$ cat src/rtl/pio_calc_pkg.sv
package pio_calc_pkg;

    parameter int TIME_W  = 10;
    parameter int MHZ_W   = 8;
    parameter int NUM_W   = TIME_W + MHZ_W + 1;
    parameter int DEN     = 1000;
    parameter int DEN_W   = $clog2(DEN);
    parameter int NDRV    = 2;
    parameter int NFLD    = 3;
    parameter int NCONV   = NDRV * NFLD;
    parameter int IDX_W   = $clog2(NCONV);
    parameter int MODE_W  = 3;
    parameter int FLD_W   = 5;

    parameter int ADDR_MIN = 1;
    parameter int ADDR_MAX = 4;
    parameter int DATA_MIN = 1;
    parameter int DATA_MAX = 16;
    parameter int REC_MIN  = 2;
    parameter int REC_MAX  = 17;

    typedef logic [TIME_W-1:0] ns_t;
    typedef logic [FLD_W-1:0]  clk_t;

    typedef struct packed {
        ns_t setup;
        ns_t active;
        ns_t cycle;
    } drv_ns_t;

    typedef struct packed {
        ns_t setup;
        ns_t active;
        ns_t recov;
    } conv_ns_t;

    typedef struct packed {
        clk_t addr;
        clk_t data;
        clk_t recov;
    } drv_clk_t;

    typedef enum logic [1:0] {
        SEQ_IDLE,
        SEQ_ISSUE,
        SEQ_WAIT,
        SEQ_PACK
    } seq_state_t;

    // Standard transfer mode timings; indices past the last mode use the fastest.
    function automatic drv_ns_t std_mode_ns(input logic [MODE_W-1:0] m);
        drv_ns_t r;
        case (m)
            3'd0:    r = '{setup: ns_t'(70), active: ns_t'(165), cycle: ns_t'(600)};
            3'd1:    r = '{setup: ns_t'(50), active: ns_t'(125), cycle: ns_t'(383)};
            3'd2:    r = '{setup: ns_t'(30), active: ns_t'(100), cycle: ns_t'(240)};
            3'd3:    r = '{setup: ns_t'(30), active: ns_t'(80),  cycle: ns_t'(180)};
            default: r = '{setup: ns_t'(25), active: ns_t'(70),  cycle: ns_t'(120)};
        endcase
        return r;
    endfunction

    // Leftover part of the cycle, floored at zero.
    function automatic ns_t recovery_ns(input drv_ns_t t);
        logic [TIME_W:0] used;
        used = {1'b0, t.setup} + {1'b0, t.active};
        if ({1'b0, t.cycle} > used)
            return t.cycle - ns_t'(used);
        return '0;
    endfunction

    function automatic clk_t clamp_clk(input logic [NUM_W-1:0] v, input int lo, input int hi);
        if (v < NUM_W'(lo))
            return clk_t'(lo);
        if (v > NUM_W'(hi))
            return clk_t'(hi);
        return clk_t'(v);
    endfunction

    function automatic logic [7:0] pack_cycle(input drv_clk_t c);
        logic [7:0] hi, lo;
        hi = (8'(c.data) - 8'(DATA_MIN)) << 4;
        lo = 8'(c.recov) - 8'(REC_MIN);
        return hi | lo;
    endfunction

    function automatic logic [7:0] pack_misc(input logic pf, input clk_t addr, input int drdy);
        logic [7:0] r;
        r = ((8'(addr) - 8'(ADDR_MIN)) << 4) | (8'(drdy - 2) << 1);
        if (pf)
            r = r | 8'h40;
        return r;
    endfunction

endpackage

$ cat src/rtl/pio_src_select.sv
module pio_src_select
    import pio_calc_pkg::*;
(
    input  logic              use_mode,
    input  logic [MODE_W-1:0] mode,
    input  drv_ns_t           raw_ns,
    output conv_ns_t          conv
);

    drv_ns_t eff;

    always_comb begin
        eff         = use_mode ? std_mode_ns(mode) : raw_ns;
        conv.setup  = eff.setup;
        conv.active = eff.active;
        conv.recov  = recovery_ns(eff);
    end

endmodule

$ cat src/rtl/pio_ceil_div.sv
module pio_ceil_div #(
    parameter int N_W = 19,
    parameter int D_W = 10
) (
    input  logic           clk,
    input  logic           rst,
    input  logic           go,
    input  logic [N_W-1:0] num,
    input  logic [D_W-1:0] den,
    output logic           vld,
    output logic [N_W-1:0] quo
);

    localparam int CNT_W = $clog2(N_W);
    localparam int P_W   = N_W + D_W;

    logic [D_W:0]     rem;
    logic [N_W-1:0]   sh;
    logic [CNT_W-1:0] cnt;
    logic             run;
    logic [D_W:0]     trial;
    logic             q_bit;
    logic [D_W:0]     next_rem;

    always_comb begin
        trial = {rem[D_W-1:0], sh[N_W-1]};
        if (trial >= {1'b0, den}) begin
            q_bit    = 1'b1;
            next_rem = trial - {1'b0, den};
        end else begin
            q_bit    = 1'b0;
            next_rem = trial;
        end
    end

    always_ff @(posedge clk) begin
        if (rst) begin
            rem <= '0;
            sh  <= '0;
            cnt <= '0;
            run <= 1'b0;
            vld <= 1'b0;
        end else begin
            vld <= 1'b0;
            if (go && !run) begin
                sh  <= num;
                rem <= '0;
                cnt <= '0;
                run <= 1'b1;
            end else if (run) begin
                rem <= next_rem;
                sh  <= {sh[N_W-2:0], q_bit};
                cnt <= cnt + 1'b1;
                if (cnt == CNT_W'(N_W - 1)) begin
                    run <= 1'b0;
                    vld <= 1'b1;
                end
            end
        end
    end

    assign quo = sh;

    // Checking aid: the dividend of the division in flight.
    logic [N_W-1:0] num_hold;
    logic [P_W-1:0] prod_lo, prod_hi, num_ext;

    always_ff @(posedge clk) begin
        if (rst)
            num_hold <= '0;
        else if (go && !run)
            num_hold <= num;
    end

    always_comb begin
        prod_lo = P_W'(quo) * P_W'(den);
        prod_hi = prod_lo + P_W'(den);
        num_ext = P_W'(num_hold);
    end

    AST_DIV_EXACT: assert property (@(posedge clk) disable iff (rst)
        vld |-> (prod_lo <= num_ext) && (num_ext < prod_hi));
    AST_DIV_NO_REISSUE: assert property (@(posedge clk) disable iff (rst)
        run |-> !go);
    AST_DIV_VLD_PULSE: assert property (@(posedge clk) disable iff (rst)
        vld |=> !vld);

endmodule

$ cat src/rtl/pio_seq.sv
module pio_seq
    import pio_calc_pkg::*;
#(
    parameter int DRDY_CLKS = 2
) (
    input  logic                clk,
    input  logic                rst,
    input  logic                start,
    input  logic [MHZ_W-1:0]    bus_mhz,
    input  logic                prefetch_en,
    input  logic [NDRV-1:0]     drv_present,
    input  conv_ns_t            conv_ns [NDRV],
    output logic                div_go,
    output logic [NUM_W-1:0]    div_num,
    input  logic                div_vld,
    input  logic [NUM_W-1:0]    div_quo,
    output logic                busy,
    output logic                done,
    output logic [NDRV*8-1:0]   cyc_bytes,
    output logic [7:0]          misc_byte
);

    seq_state_t         st;
    logic [IDX_W-1:0]   k;
    ns_t                op_q  [NCONV];
    logic [NUM_W-1:0]   res_q [NCONV];
    logic [MHZ_W-1:0]   mhz_q;
    logic               pf_q;
    logic [NDRV-1:0]    pres_q;
    logic [NDRV*8-1:0]  cyc_q;
    logic [7:0]         misc_q;

    drv_clk_t           dc [NDRV];
    clk_t               addr_sh;
    logic [NDRV*8-1:0]  cyc_next;
    logic [7:0]         misc_next;

    always_ff @(posedge clk) begin
        if (rst) begin
            st     <= SEQ_IDLE;
            k      <= '0;
            done   <= 1'b0;
            mhz_q  <= '0;
            pf_q   <= 1'b0;
            pres_q <= '0;
            cyc_q  <= '0;
            misc_q <= '0;
            for (int i = 0; i < NCONV; i++) begin
                op_q[i]  <= '0;
                res_q[i] <= '0;
            end
        end else begin
            done <= 1'b0;
            case (st)
                SEQ_IDLE: begin
                    if (start) begin
                        for (int d = 0; d < NDRV; d++) begin
                            op_q[d*NFLD + 0] <= conv_ns[d].setup;
                            op_q[d*NFLD + 1] <= conv_ns[d].active;
                            op_q[d*NFLD + 2] <= conv_ns[d].recov;
                        end
                        mhz_q  <= bus_mhz;
                        pf_q   <= prefetch_en;
                        pres_q <= drv_present;
                        k      <= '0;
                        st     <= SEQ_ISSUE;
                    end
                end
                SEQ_ISSUE: st <= SEQ_WAIT;
                SEQ_WAIT: begin
                    if (div_vld) begin
                        res_q[k] <= div_quo;
                        if (k == IDX_W'(NCONV - 1)) begin
                            st <= SEQ_PACK;
                        end else begin
                            k  <= k + 1'b1;
                            st <= SEQ_ISSUE;
                        end
                    end
                end
                SEQ_PACK: begin
                    cyc_q  <= cyc_next;
                    misc_q <= misc_next;
                    done   <= 1'b1;
                    st     <= SEQ_IDLE;
                end
                default: st <= SEQ_IDLE;
            endcase
        end
    end

    always_comb begin
        div_go  = (st == SEQ_ISSUE);
        div_num = NUM_W'(op_q[k]) * NUM_W'(mhz_q) + NUM_W'(DEN - 1);
    end

    // Clamp, absent-drive override, shared address and byte packing.
    always_comb begin
        addr_sh = clk_t'(ADDR_MIN);
        for (int d = 0; d < NDRV; d++) begin
            if (pres_q[d]) begin
                dc[d].addr  = clamp_clk(res_q[d*NFLD + 0], ADDR_MIN, ADDR_MAX);
                dc[d].data  = clamp_clk(res_q[d*NFLD + 1], DATA_MIN, DATA_MAX);
                dc[d].recov = clamp_clk(res_q[d*NFLD + 2], REC_MIN, REC_MAX);
            end else begin
                dc[d].addr  = clk_t'(ADDR_MIN);
                dc[d].data  = clk_t'(DATA_MIN);
                dc[d].recov = clk_t'(REC_MIN);
            end
            if (dc[d].addr > addr_sh)
                addr_sh = dc[d].addr;
            cyc_next[d*8 +: 8] = pack_cycle(dc[d]);
        end
        misc_next = pack_misc(pf_q, addr_sh, DRDY_CLKS);
    end

    assign busy      = (st != SEQ_IDLE);
    assign cyc_bytes = cyc_q;
    assign misc_byte = misc_q;

    AST_DONE_PULSE: assert property (@(posedge clk) disable iff (rst)
        done |=> !done);
    AST_CFG_FROZEN: assert property (@(posedge clk) disable iff (rst)
        (st != SEQ_IDLE) |=> $stable(mhz_q) && $stable(pres_q) && $stable(pf_q));
    AST_OUT_HOLD: assert property (@(posedge clk) disable iff (rst)
        !done |-> $stable(cyc_q) && $stable(misc_q));
    AST_START_TAKEN: assert property (@(posedge clk) disable iff (rst)
        (st == SEQ_IDLE) && start |=> busy);
    AST_ABSENT_MIN: assert property (@(posedge clk) disable iff (rst)
        done && !pres_q[0] |-> cyc_q[7:0] == 8'h00);
    AST_MISC_SPARE: assert property (@(posedge clk) disable iff (rst)
        done |-> !misc_q[7] && !misc_q[0]);

endmodule

$ cat src/rtl/pio_timing_calc.sv
module pio_timing_calc
    import pio_calc_pkg::*;
#(
    parameter int DRDY_CLKS = 2
) (
    input  logic                     clk,
    input  logic                     rst,
    input  logic                     start,
    input  logic [MHZ_W-1:0]         bus_mhz,
    input  logic                     prefetch_en,
    input  logic [NDRV-1:0]          drv_present,
    input  logic [NDRV-1:0]          drv_use_mode,
    input  logic [NDRV*MODE_W-1:0]   drv_mode,
    input  logic [NDRV*TIME_W-1:0]   drv_setup_ns,
    input  logic [NDRV*TIME_W-1:0]   drv_active_ns,
    input  logic [NDRV*TIME_W-1:0]   drv_cycle_ns,
    output logic                     busy,
    output logic                     done,
    output logic [7:0]               cycle_byte0,
    output logic [7:0]               cycle_byte1,
    output logic [7:0]               misc_byte
);

    conv_ns_t          conv_ns [NDRV];
    logic              div_go;
    logic [NUM_W-1:0]  div_num;
    logic              div_vld;
    logic [NUM_W-1:0]  div_quo;
    logic [NDRV*8-1:0] cyc_bytes;

    for (genvar d = 0; d < NDRV; d++) begin : g_drv
        drv_ns_t raw;
        assign raw = {drv_setup_ns[d*TIME_W +: TIME_W],
                      drv_active_ns[d*TIME_W +: TIME_W],
                      drv_cycle_ns[d*TIME_W +: TIME_W]};
        pio_src_select u_src (
            .use_mode (drv_use_mode[d]),
            .mode     (drv_mode[d*MODE_W +: MODE_W]),
            .raw_ns   (raw),
            .conv     (conv_ns[d])
        );
    end

    pio_seq #(.DRDY_CLKS(DRDY_CLKS)) u_seq (
        .clk         (clk),
        .rst         (rst),
        .start       (start),
        .bus_mhz     (bus_mhz),
        .prefetch_en (prefetch_en),
        .drv_present (drv_present),
        .conv_ns     (conv_ns),
        .div_go      (div_go),
        .div_num     (div_num),
        .div_vld     (div_vld),
        .div_quo     (div_quo),
        .busy        (busy),
        .done        (done),
        .cyc_bytes   (cyc_bytes),
        .misc_byte   (misc_byte)
    );

    pio_ceil_div #(.N_W(NUM_W), .D_W(DEN_W)) u_div (
        .clk (clk),
        .rst (rst),
        .go  (div_go),
        .num (div_num),
        .den (DEN_W'(DEN)),
        .vld (div_vld),
        .quo (div_quo)
    );

    assign cycle_byte0 = cyc_bytes[7:0];
    assign cycle_byte1 = cyc_bytes[15:8];

endmodule

$ cat config.mk
export PLATFORM = sky130hd
export DESIGN_NAME = pio_timing_calc
export DESIGN_NICKNAME = d
export VERILOG_FILES = /design/src/rtl/pio_calc_pkg.sv /design/src/rtl/pio_src_select.sv /design/src/rtl/pio_ceil_div.sv /design/src/rtl/pio_seq.sv /design/src/rtl/pio_timing_calc.sv
export SDC_FILE = /design/constraint.sdc
export NUM_CORES = 1
export LEC_CHECK = 0
export BUFFER_PORTS_ARGS = -buffer_cell sky130_fd_sc_hd__clkbuf_2
export CELL_PAD_IN_SITES_DETAIL_PLACEMENT = 0
export CELL_PAD_IN_SITES_GLOBAL_PLACEMENT = 2
export CORE_ASPECT_RATIO = 0.6
export CORE_UTILIZATION = 40
export DETAILED_ROUTE_END_ITERATION = 8
export PLACE_DENSITY_LB_ADDON = 0.15
export REMOVE_ABC_BUFFERS = 1
export SYNTH_ARGS = -nofsm -noshare
export SYNTH_HDL_FRONTEND = slang
export SYNTH_SLANG_ARGS = --single-unit
$ cat constraint.sdc
create_clock -name clk -period 6.61 [get_ports clk]
set_clock_uncertainty 0.2 [all_clocks]
set_input_delay 0.9915 -clock clk [delete_from_list [all_inputs] [get_ports clk]]
set_output_delay 0.9915 -clock clk [all_outputs]
set_load 0.02 [all_outputs]
Word-level counts from Yosys, hierarchy flattened --
Memory sizes are Yosys's and may differ from the RTL's. A register that Yosys moved wholly into a read port is not among the register bits. Cells that the tools add are included.
Word-level totals: register bits 77, bits in writable memories 174, input bits 82, output and inout port bits 26, logic and storage cells 190, memories kept 2
Memories:
- u_seq.res_q | words 6, width 19, rd ports 6, clocked after memory_dff 0, write ports 6, RTL line pio_seq.sv:26 | logic [NUM_W-1:0] res_q [NCONV];
- u_seq.op_q | words 6, width 10, rd ports 1, clocked after memory_dff 1, write ports 6, RTL line pio_seq.sv:25 | ns_t op_q [NCONV];
Operators by class: add/subtract/negate cells 13, $mul 1, order comparisons 17, equality and inequality tests 14, multiplexer cells 107, bitwise gates (word level) 9, reductions and logical operators 14
Operator list (number):
- $pmux 27 s4 | 2
- $mux 5 | 25
- $mux 10 | 11
- $gt 19x5->1 const B | 4
- $lt 19x1->1 const B | 4
- $mux 30 | 2
- $mux 19 | 3
- $mux 1 | 49
- $gt 19x3->1 const B | 2
- $lt 19x2->1 const B | 2
- $mux 15 | 2
- $add 10x10->11 | 2
- $gt 10x11->1 | 2
- $sub 10x10->10 | 2
- $add 18x10->19 const B | 1
- $reduce_or 19->1 | 1
- $mul 10x8->18 | 1
- $mux 3 | 6
- $or 8x8->8 | 2
- $eq 3x2->1 const B | 4
- $sub 4x1->4 const B | 3
- $sub 5x2->6 const B | 2
- $ge 11x10->1 const B | 1
- $sub 10x10->10 const B | 1
- other kinds (27) | 41

Logic depth before layout (Yosys ltp) --
Gate-level depths: netlist of run 1. An unclocked memory read counts as a cell.
depth after elaboration 15, gate-level depth with buffers 21, depth with buffers taken out 19

By module --
From an unflattened synthesis of run 1, not the netlist that was laid out.
Second synthesis, totals: cells, all modules 1666, area total of the unflattened synthesis 16485.8 um^2
By module, submodules not included:
- pio_seq | times used 1, cells an instance 1038, area an instance 11725.0 um^2, seq. area each 6025.8 um^2
- pio_ceil_div | times used 1, cells an instance 258, area an instance 2149.6 um^2, seq. area each 720.7 um^2
- pio_src_select at g_drv[1].u_src | times used 1, cells an instance 194, area an instance 1321.3 um^2, seq. area each 0.0 um^2
- pio_src_select at g_drv[0].u_src | times used 1, cells an instance 174, area an instance 1282.5 um^2, seq. area each 0.0 um^2
- pio_timing_calc | times used 1, cells an instance 2, area an instance 7.5 um^2, seq. area each 0.0 um^2

Least setup slack after synthesis of run 1 --
Ideal clock, no wire load.
path kind register -> register, start point register (tool-made name), end point register u_div.sh[16], in the netlist u_div.quo[16], library setup time 127 ps, arrival 5282 ps, path slack 1001 ps, cell stages (with the launch flop) 21, buffers on the path 3, cells stage by stage dfxtp_1 buf_2 buf_4 mux2i_1 a21oi_1 nand2_1 fa_1 inv_1 fa_1 inv_1 fa_1 inv_1 fa_1 ha_1 clkbuf_1 nand3_1 a211oi_1 o31a_1 a31oi_1 nor4bb_1 or3_1
RTL lines:
- end signal, assigned | RTL line pio_ceil_div.sv:46 | sh <= num;
- end signal, assigned | RTL line pio_ceil_div.sv:52 | sh <= {sh[N_W-2:0], q_bit};
- end, declared | RTL line pio_ceil_div.sv:18 | logic [N_W-1:0] sh;

==> results by stage, run 1 <==
Cells and area:
- The share of post-route cells with drive strength above 1 is 0.1207.
- At the end of the flow the core is filled with cells to 0.4595.
- The number of diodes added for antenna fixing is 0.
- The post-synthesis to final-layout area growth is 12.20%.
- In the final design database the tool counted 1909 nets.

Critical path:
- In this run the worst path has a maximum fanout of 20.
- Data on the critical path is required at its endpoint by 6.84 ns.
- The worst setup path is launched from a register.
- The total buffers and inverters traversed by the critical path is 4.
- The cell family with the largest share of critical-path delay is adder cells.
- The element type at the critical path end is a register.
- The signal arrival time at the worst endpoint is 6.40 ns.
- The maximum cell stage delay along the critical path is 0.60 ns.
- The most frequent cell on the critical path is fa_1.
- Walking the worst path, the cells encountered are buf_4 -> mux4_2 -> nor2_1 -> a21oi_1 -> nand2_1 -> fa_1 -> fa_1 -> inv_1 -> fa_1 -> inv_1 -> fa_1 -> inv_1 -> ha_1 -> o21ai_0 -> a211oi_1 -> o31a_1 -> a31oi_1 -> nor4bb_1 -> or3_1.
- The type of the worst setup path is reg -> reg.
- On the critical path, the stage with the largest delay is an instance of a21oi_1.

Floorplan:
- The core area is 37990 µm².
- The initial utilization of the core area, before any placement, comes to 0.4096.
- In this run the vertical extent of the chip is 154.8 µm.
- The cell row count is 55.
- In this run the count of I/O pins placed on the die edge is 108.
- The floorplan step defined a die boundary enclosing 39710 µm².
- The x dimension of the die is 256.6 µm.

Logic synthesis:
- The most used flip-flop cell after synthesis is edfxtp_1.
- The share of async-settable or async-resettable flops after synthesis is 0.
- The area share of the leading cell type in the synthesized netlist is 0.3359.
- The cell count after synthesis came out at 1584.
- The post-synthesis area per instance is 9.822 µm².
- The cell accounting for the most synthesized area is edfxtp_1.
- After synthesis, the cell types taking the most area are edfxtp_1 (34%), dfxtp_1 (9.8%), ha_1 (8.0%), fa_1 (7.2%), nor2_1 (5.2%).
- In this run, synthesis produced a sequential element count of 250.
- After synthesis, the netlist uses 72 different library cells.
- The part of the Yosys area used for sequential elements is 0.4336.
- The mapped cell area is 15560 µm².
- For this run, the number of Yosys warnings is 0.
- The number of enable flip-flop cells after synthesis is 174.

Timing:
- The final-report hold violation count is 0.
- The total negative slack is 0 ns.
- The final setup violation count is 0.
- The clock period minus final worst setup slack is 6.173 ns.
- Setup repair after global routing left no endpoint under its margin.
- The final max-slew violation count is 0.
- Of the available clock period, the critical path in the final layout requires 0.9339.
- For the pin with the worst max-slew slack, the measured transition is 1.115 ns.
- Measured against its own limit, the worst slew margin works out to 0.2569.
- The highest achievable clock rate is 162.0 MHz.

Placement:
- Input and output buffers added on the ports amount to 103.
- The placer congestion estimate is 0.8421.
- The estimated wirelength of the detail-placed design is 31.58 mm.

Detailed routing:
- Dividing the detail-routed via count by the number of cells gives 5.230.
- The number of DRC markers after the initial detailed-route iteration is 839.
- The routed layout has 11.52k vias.
- In the final routed layout, each cell accounts on average for 18.47 µm.
- The first detailed-routing pass ran for 5 iterations.
- The aggregate routed wire length is 40.69 mm.
- The number of routed nets with antenna violations is 0.
- The post-detailed-route DRC marker count is 0.

Global routing:
- For met2 alone, demand over resource in global routing was 0.2611.
- For this run, global-route usage on met3 was measured as 0.04179.
- The first-pass GRT wire length is 65.54 mm.
- The via count of the first global-routing pass was 11.31k.
- met1 is the most crowded layer.
- Across every metal layer, demand over resource in global routing totals 0.2114.
- For this run the aggregate overflow at the end of global routing stands at 0.
- Entering global routing, the biggest net connects 61 pins.
- The initial antenna violation count is 1.
- The met1 demand-to-capacity share in global routing is 0.3645.

Clock tree:
- In this run the clock root is driven by a clkbuf_16.
- The clock net in this run drives a total of 250 sinks.
- The TritonCTS clock tree is yes.
- The clock input transition at the sequential cells of the worst setup and hold paths is 0.07 ns.
- The total CTS buffers is 25.
- In this run, post-CTS hold repair placed 0 buffers.
- For the worst-skew pair, the clock arrives at the later sink with an insertion delay of 0.55 ns.
- The maximum clock insertion buffer count is 3.
- CTS built an H-tree with a depth of 1.

Power:
- The reported leakage power is 0.007164 µW.
- The peak supply drop is 0.1630 mV.
- The power per cell area is 243.4 nW/µm².

Job:
- Max-cap violations in this run came to 0.

Status:
- The flow ran to the end, and the final reports show no timing, DRC or antenna violations.

Worst hold path:
- The worst hold path class is reg -> reg.
==> registers in the layout, summed over array words and instances (netlist names), 2 cells and up, named ones only <==
register	count
u_seq.res_q	114
u_seq.cyc_bytes	16
u_seq.pres_q	2
u_seq.misc_byte	4
u_div.quo	19
u_div.cnt	5
u_seq.k	3
u_seq.st	2
u_seq.mhz_q	8
u_seq.op_q	60
u_div.rem	10
==> final cells by class <==
class                   instances  area [µm²]
repair buffers                124       673.1
flip-flops and latches        250        6748
fillers                      3669       20530
well taps                     513       641.9
multi-input cells            1140        8068
clock buffers                  28       656.9
inverters                     130       488.0
clock inverters                18       180.2
==> metrics by stage <==
stage	power [µW]	std cells	area, µm²	setup slack [ns]	hold WS [ns]
global route	4470	2203	17460	0.01602	0.2815
floorplan	2512	1520	15290	0.6691	0.2307
CTS	4271	2203	17440	0.4155	0.2589
global placement	2791	2157	16600	0.5637	0.2419
detailed placement	2794	2157	16600	0.4451	0.2502
finish	4248	2203	17460	0.4368	0.2554
==> power breakdown <==
group	switching [µW]	leakage, µW	internal [µW]	total [µW]
Sequential	73.4	0.00243	1760	1830
Clock	631	0.000411	837	1470
Combinational	570	0.00432	376	945
Total	1270	0.00716	2970	4250
==> kinds of logic after synthesis <==
logic type / share of synthesized area
buffers and inverters: 0.05019
xor gates and xnor gates: 0.02646
AOI/OAI and AO/OA: 0.1226
other: 0.0004827
muxes: 0.03024
DFF: 0.4336
and+or+nand+nor: 0.1833
adders and majority gates: 0.1531
==> Yosys cell counts, types with 24 or more instances <==
cell type	count
nor2_1	215
edfxtp_1	174
nand2_1	161
inv_1	128
ha_1	100
a21oi_1	94
dfxtp_1	76
fa_1	56
clkbuf_1	55
o21ai_0	49
nor2b_1	45
and2_1	29
a211oi_1	28
a21o_1	28
xor2_1	28
nor3_1	25
nor4_1	25
nand2b_1	24
==> timing repair <==
| action | CTS | global route |
|---|---|---|
| buffers inserted | 0 | 0 |
| endpoints found under the setup margin | 0 | 2 |
| endpoints found under the hold margin | 0 | 0 |
| resized for setup | 0 | 4 |
==> worst reg2reg max path, delay by kind of cell, from the launching register on <==
| kind | cells | cell delay [ns] |
|---|---|---|
| AND/OR/NAND/NOR | 4 | 0.69 |
| adder cells (fa/ha/maj) | 5 | 2.38 |
| buffers and inverters | 4 | 0.46 |
| multiplexers | 1 | 0.30 |
| flip-flops | 1 | 0.31 |
| AO/OA/AOI/OAI | 5 | 1.72 |
==> cells in the final DEF, fill, tap and decap left out, types with 29 or more instances in the layout <==
cell / instances
o21ai_0: 49
edfxtp_1: 174
and2_1: 29
nor2_1: 215
inv_1: 128
nor2b_1: 45
ha_1: 100
clkbuf_2: 103
a21oi_1: 90
fa_1: 56
nand2_1: 161
dfxtp_1: 75
==> layer usage <==
metal / vias up / part of all wire
met5: - / 0
met4: 0 / 0.014
met2: 275 / 0.34
met3: 35 / 0.067
li1: 5679 / -
met1: 5533 / 0.57
==> path summary, 6_finish.rpt <==
check	from	endpoint	slack, ns	cells past startpoint
worst max-delay path	register	u_div.quo[16]	0.44	19
worst min-delay path	u_seq.cyc_bytes[1]	u_seq.cyc_bytes[1]	0.26	2
worst max register to register	register	u_div.quo[16]	0.44	19
worst min register to register	u_seq.cyc_bytes[1]	u_seq.cyc_bytes[1]	0.26	2
No activity file was read; power rests on OpenSTA's default activity.
==> run 2, diff against run 1 <==
Settings changed: CORE_UTILIZATION 40 to 41, CTS_BUF_LIST from default to sky130_fd_sc_hd__clkbuf_8, PLACE_DENSITY from default to 0.85, PLACE_DENSITY_LB_ADDON 0.15 to default, SLEW_MARGIN from default to 20.
==> results by stage, run 2 (same netlist as run 1, synthesis figures left out) <==
Cells and area:
- The register with the most flip-flops is u_seq.res_q.
- Once layout is complete, the utilization of the core stands at 0.4702.
- Of the cells placed in the final design, the portion with a size suffix greater than 1 is 0.1224.
- In the layout the commonest cells are nor2_1 (215), edfxtp_1 (174), nand2_1 (161).
- The final net count is 1923.
- 0 antenna diodes ended up in the layout.
- The flip-flop count of the largest register, all copies and words added is 114.
- The leading cell type in the layout, fill and taps excluded is nor2_1.
- The post-synthesis to final-layout area growth is 11.30%.

Global routing:
- Entering global routing, the biggest net connects 62 pins.
- The initial antenna violation count came to 2.
- The remaining global-route overflow is 0.
- The via count of the first global-routing pass came to 11.34k.
- The total track usage is 0.2143.
- The first-pass GRT wire length is 64.16 mm.

Timing:
- The total negative slack is 0 ns.
- In the finished design, the share of the clock period the worst path needs comes to 0.9282.
- The final worst slack is 0.4747 ns.
- The highest achievable clock rate is 163.0 MHz.
- The clock period minus final worst setup slack is 6.135 ns.
- The worst relative slew slack is 0.3277.
- Setup violations remaining at the end of the flow were counted as 0.
- The final-report hold violation count is 0.
- Setup repair after global routing left no endpoint under its margin.
- The final max-slew violation count is 0.
- For the pin with the worst max-slew slack, the measured transition is 1.008 ns.

Detailed routing:
- For this block, the via count after detailed routing is 11.70k.
- In the routed layout, each cell is associated on average with a via count of 5.272.
- The aggregate routed wire length is 40.07 mm.
- In this run the remaining antenna-violating nets after routing total 0.
- The post-detailed-route DRC marker count is 0.
- The detailed router finished its first iteration with 941 violations.
- Before antenna repair, the detailed router went through 5 iterations.
- In the final routed layout, each cell accounts on average for 18.05 µm.

Placement:
- The estimated wirelength of the detail-placed design is 30.44 mm.
- The placer congestion estimate is 0.8609.
- The post-placement setup slack is 0.3466 ns.
- In this run the tool buffered the top-level ports with 103 buffer cells.

Worst hold path:
- The min-delay analysis places its worst path in the category reg -> reg.

Critical path:
- Along the worst path, the maximum fanout reaches 10.
- For the worst setup path, the data required time is 6.88 ns.
- For the worst flop-to-flop path, the logic depth is 18.
- Counting stages on the worst path, the most repeated cell is fa_1.
- The signal arrival time at the worst endpoint is 6.41 ns.
- In this design, the stage delay of the slowest critical-path cell is 0.65 ns.
- STA classifies the critical path endpoint as a register.
- The library cell contributing the largest single delay on the critical path is dfxtp_1.
- The number of gates on the worst path with buffers counted is 18.
- The type of the worst setup path is reg -> reg.
- In this run the critical register-to-register path is captured at u_div.quo[16].
- Traced cell by cell, the critical path runs through mux4_2 -> nor2_1 -> a21oi_1 -> nand2_1 -> fa_1 -> inv_1 -> fa_1 -> inv_1 -> fa_1 -> inv_1 -> fa_1 -> ha_1 -> nand3_1 -> o2bb2ai_1 -> o31a_1 -> a31oi_1 -> nor4bb_1 -> or3_1.
- The worst setup slack for register-to-register paths is 0.47 ns.
- The cell family with the largest share of critical-path delay is adder cells.
- The kind of start point of the critical path is a register.
- The endpoint of the most critical setup path is u_div.quo[16].
- The critical path contains buffers and inverters numbering 3 combined.

Job:
- Max-cap violations in this run came to 0.

Clock tree:
- TritonCTS created 40 clock buffers.
- The number of clock sinks is 250.
- Clock tree synthesis selected as its root buffer the cell clkbuf_8.
- The maximum clock insertion buffer count is 3.
- The clock input transition at the sequential cells of the worst setup and hold paths is 0.06 ns.
- In this run the number of H-tree levels came out at 2.
- The hold buffer count at cts is 0.
- The TritonCTS clock tree is yes.
- The later pin in the worst-skew pair is clocked with a latency of 0.59 ns.

Status:
- The flow ran to the end, and the final reports show no timing, DRC or antenna violations.

Floorplan:
- For this configuration, the core starts out at a cell density of 0.4225.
- The area of the die is 38750 µm².
- The core area is 36820 µm².
- The die is 152.9 µm tall.
- The x dimension of the die is 253.5 µm.
- The cell row count is 54.
- The top-level port count is 108.

Power:
- The power per cell area is 232.0 nW/µm².
- The reported leakage power is 0.007163 µW.
- IR analysis of the VDD net gives a maximum drop of 0.1162 mV.
-- run 2: cell types whose count changed in the layout (fill, tap and decap cells not counted), moves of 3 or more --
cell	delta
a21oi_1	+4
bufinv_16	-3
clkbuf_16	-25
inv_1	+11
a21oi_2	-4
clkbuf_8	+40
clkinv_1	+7
-- run 2: how the worst min path moves through the flow --
stage                         endpoint  slack (ns)          startpoint  cells past startpoint
floorplan                   u_seq.pf_q        0.23          u_seq.pf_q                      2
global placement          u_div.rem[9]        0.24        u_div.rem[9]                      2
detailed placement  u_seq.misc_byte[7]        0.25  u_seq.misc_byte[7]                      1
CTS                 u_seq.cyc_bytes[0]        0.26  u_seq.cyc_bytes[0]                      2
global route        u_seq.cyc_bytes[9]        0.28  u_seq.cyc_bytes[9]                      2
finish              u_seq.misc_byte[7]        0.26  u_seq.misc_byte[7]                      1
-- run 2: what timing repair did --
item / in CTS / in global routing
endpoints found under the setup margin: 0 / 1
endpoints found under the hold margin: 0 / 0
resized for setup: 0 / 1
buffers inserted: 0 / 0
-- run 2: metal layers --
metal	share of wire	wire, µm	GRT usage	vias up
met1	0.55	22080	0.3596	5628
met4	0.011	441	0.03896	0
met3	0.080	3220	0.05552	40
met2	0.36	14330	0.2659	333
met5	0	0	0	-
li1	-	-	-	5703
-- run 2: where the power goes --
part | internal [µW] | switching [µW] | total [µW]
sequential | 1760 | 72.9 | 1830
clock | 597 | 647 | 1240
combinational | 375 | 563 | 938
-- run 2: per-stage QoR --
stage               total power (µW)  cell area (µm²)  hold WS (ns)  std cells
finish                          4017            17320        0.2564       2220
global route                    4256            17320        0.2813       2220
CTS                             4044            17310        0.2581       2220
detailed placement              2787            16580        0.2472       2147
global placement                2787            16580        0.2411       2147
floorplan                       2512            15290        0.2307       1520
-- run 2: layout make-up --
type / instances / area [µm²]
tap: 504 / 630.6
fill: 3517 / 19510
inverter: 130 / 488.0
sequential: 250 / 6750
clock inverter: 31 / 145.1
timing repair buffer: 123 / 665.6
clock buffer: 42 / 578.1
multi-input combinational: 1140 / 8058
==> run 3, diff against run 2 <==
Settings changed: CORE_UTILIZATION 41 to 44, PLACE_DENSITY 0.85 to 0.9.
Clock period 6.61 ns to 7.3 ns, I/O delays scaled along.
==> results by stage, run 3 (same netlist as run 1, synthesis figures left out) <==
Status:
- The flow ran to the end, and the final reports show no timing, DRC or antenna violations.

Placement:
- The total of buffers placed on input and output ports is 103.
- The post-placement setup slack is 0.7523 ns.
- Detailed placement finished with a half-perimeter wire length of 30.43 mm.
- At the end of routability-driven placement, the weighted congestion stood at 0.8615.

Cells and area:
- The leading cell type in the layout, fill and taps excluded is nor2_1.
- The register with the most flip-flops is u_seq.res_q.
- The share of post-route cells with drive strength above 1 is 0.1221.
- The final-layout fill cell count is 3269.
- Across the whole layout, storage elements account for 6750 µm².
- After the last flow step, the layout net total stands at 1920.
- Once layout is complete, the utilization of the core stands at 0.5046.
- The number of antenna diodes in the final layout is 0.
- The area growth from synthesis to layout is 11.00%.
- The flip-flop count of the largest register, all copies and words added is 114.
- In the final layout, the multi-input gates occupy 8053 µm².
- In the layout the commonest cells are nor2_1 (215), edfxtp_1 (174), nand2_1 (161).

Clock tree:
- The TritonCTS clock tree is yes.
- The cell sitting at the root of the clock tree is a clkbuf_8.
- The number of setup buffers added after CTS is 0.
- Clock-pin slew was measured on the worst setup and hold paths at 0.06 ns.
- The hold buffer count at cts is 0.
- The worst-skew pair later-pin latency is 0.57 ns.
- The clock net in this run drives a total of 250 sinks.
- Clock tree synthesis inserted a total of 39 buffers.
- The number of H-tree levels is 2.
- Once the clock tree was built, the resizer swapped 0 gates to a different size.
- In this run the deepest clock path goes through 3 buffers.

Timing:
- The slew at the pin with the worst max-slew slack is 1.074 ns.
- The total negative slack is 0 ns.
- Setup violations remaining at the end of the flow were counted as 0.
- The final max-slew violation count is 0.
- The hold slack is 0.2544 ns.
- The worst relative slew slack is 0.2837.
- Setup slack closes at 0.7129 ns.
- The final-report hold violation count was 0.
- The highest achievable clock rate is 151.8 MHz.
- After layout, the minimum clock period comes to 6.587 ns.
- The share of the clock period used by the worst path after layout is 0.9023.
- Setup repair after global routing left no endpoint under its margin.

Critical path:
- STA puts the critical path data required time at 7.54 ns.
- At the worst endpoint, the arrival time is 6.83 ns.
- In this run the register-to-register setup slack is 0.71 ns.
- Traced cell by cell, the critical path runs through buf_4 -> mux4_2 -> nor2_1 -> a21oi_1 -> nand2_1 -> fa_1 -> fa_1 -> inv_1 -> fa_1 -> inv_1 -> fa_1 -> inv_1 -> ha_1 -> o21ai_0 -> a211oi_1 -> o31a_1 -> a31oi_1 -> nor4bb_1 -> or3_1.
- The maximum cell stage delay along the critical path is 0.75 ns.
- The highest net fanout along the worst path is 11.
- The element type at the critical path end is a register.
- The capture point of the worst reg-to-reg path is u_div.quo[16].
- The depth of the worst register-to-register path is 19.
- The worst setup path is of the reg -> reg kind.
- The largest individual stage delay along the critical path comes from the cell dfxtp_1.
- Counting stages on the worst path, the most repeated cell is fa_1.
- The worst setup path is launched from a register.
- The total buffers and inverters traversed by the critical path is 4.
- Broken down by cell family, the worst path's largest delay share belongs to adder cells.

Global routing:
- The initial antenna violation count is 1.
- The total track usage is 0.2262.
- The via count of the first global-routing pass is 11.30k.
- The remaining global-route overflow is 0.
- The first global-routing pass estimated 63.44 mm of wire.
- Entering global routing, the biggest net connects 61 pins.

Worst hold path:
- Counting instances, the worst hold path has a depth of 2.
- The worst hold path terminates at u_div.rem[9].
- The worst hold path class is reg -> reg.
- The worst hold path startpoint is u_div.rem[9].

Detailed routing:
- The first detailed-routing pass took 5 iterations.
- The total number of vias is 11.76k.
- The detail-routed via count per cell is 5.416.
- Summed over all layers, the routed wires come to 39.58 mm.
- Once detail routing completed, the nets flagged for antenna violations numbered 0.
- Dividing the detail-routed wire length by the instance count gives 18.23 µm.
- The post-detailed-route DRC marker count is 0.
- In this run, the number of DRC markers left after iteration 0 of detailed routing was 998.

Power:
- The overall power is 3693 µW.
- The reported leakage power is 0.007160 µW.
- VDD sags by at most 0.09793 mV.
- Dividing total power by cell area gives a power density of 213.8 nW/µm².

Floorplan:
- The initial utilization of the core area, before any placement, comes to 0.4546.
- After floorplanning, the core was divided into 52 placement rows.
- From left edge to right edge, the die measures 244.8 µm.
- The die outline height is 147.7 µm.
- The floorplan step defined a die boundary enclosing 36140 µm².
- After floorplanning, the core was sized to cover 34220 µm².
- The top-level port count is 108.

Job:
- Max-cap violations in this run came to 0.
==> run 3: layout make-up <==
class,count,area share
multi-input combinational,1140,0.4663
clock inverter,30,0.01094
sequential,250,0.3909
timing repair buffer,121,0.03768
inverter,130,0.02826
tap,459,0.03326
clock buffer,41,0.03268
==> run 3: worst max path at each step <==
stage	slack, ns	cells past startpoint	from	to
after floorplan	1.36	16	register	u_div.quo[16]
after global placement	0.94	19	register	u_div.quo[16]
after detailed placement	0.75	19	register	u_div.quo[16]
after CTS	0.73	19	register	u_div.quo[16]
after global routing	0.18	19	register	u_div.quo[16]
final	0.71	19	register	u_div.quo[16]
==> run 3: per-layer routing <==
layer / part of all wire / wire length (µm) / track usage
met5: 0.00033 / 13 / 0
met4: 0.0087 / 343 / 0.03563
met3: 0.086 / 3408 / 0.05501
met2: 0.36 / 14120 / 0.2788
met1: 0.55 / 21700 / 0.3858
==> run 3: metrics by stage <==
stage / area, µm² / instances
after floorplan: 15290 / 1520
after global placement: 16510 / 2100
after detailed placement: 16510 / 2100
after CTS: 17270 / 2171
after global routing: 17270 / 2171
final: 17270 / 2171
==> run 3: where the power goes <==
| group | internal [µW] | leakage, µW | switching [µW] |
|---|---|---|---|
| sequential | 1590 | 0.00243 | 66.7 |
| clock | 598 | 0.000422 | 588 |
| combinational | 336 | 0.00431 | 508 |
| total | 2530 | 0.00716 | 1160 |
==> run 3: worst register-to-register path, stage by stage, from the launching register on <==
cell and delay, ns:
dfxtp_1 0.75, buf_4 0.29, mux4_2 0.24, nor2_1 0.04, a21oi_1 0.58, nand2_1 0.18, fa_1 0.54, fa_1 0.53
inv_1 0.05, fa_1 0.48, inv_1 0.06, fa_1 0.53, inv_1 0.04, ha_1 0.38, o21ai_0 0.14, a211oi_1 0.56
o31a_1 0.28, a31oi_1 0.12, nor4bb_1 0.14, or3_1 0.35
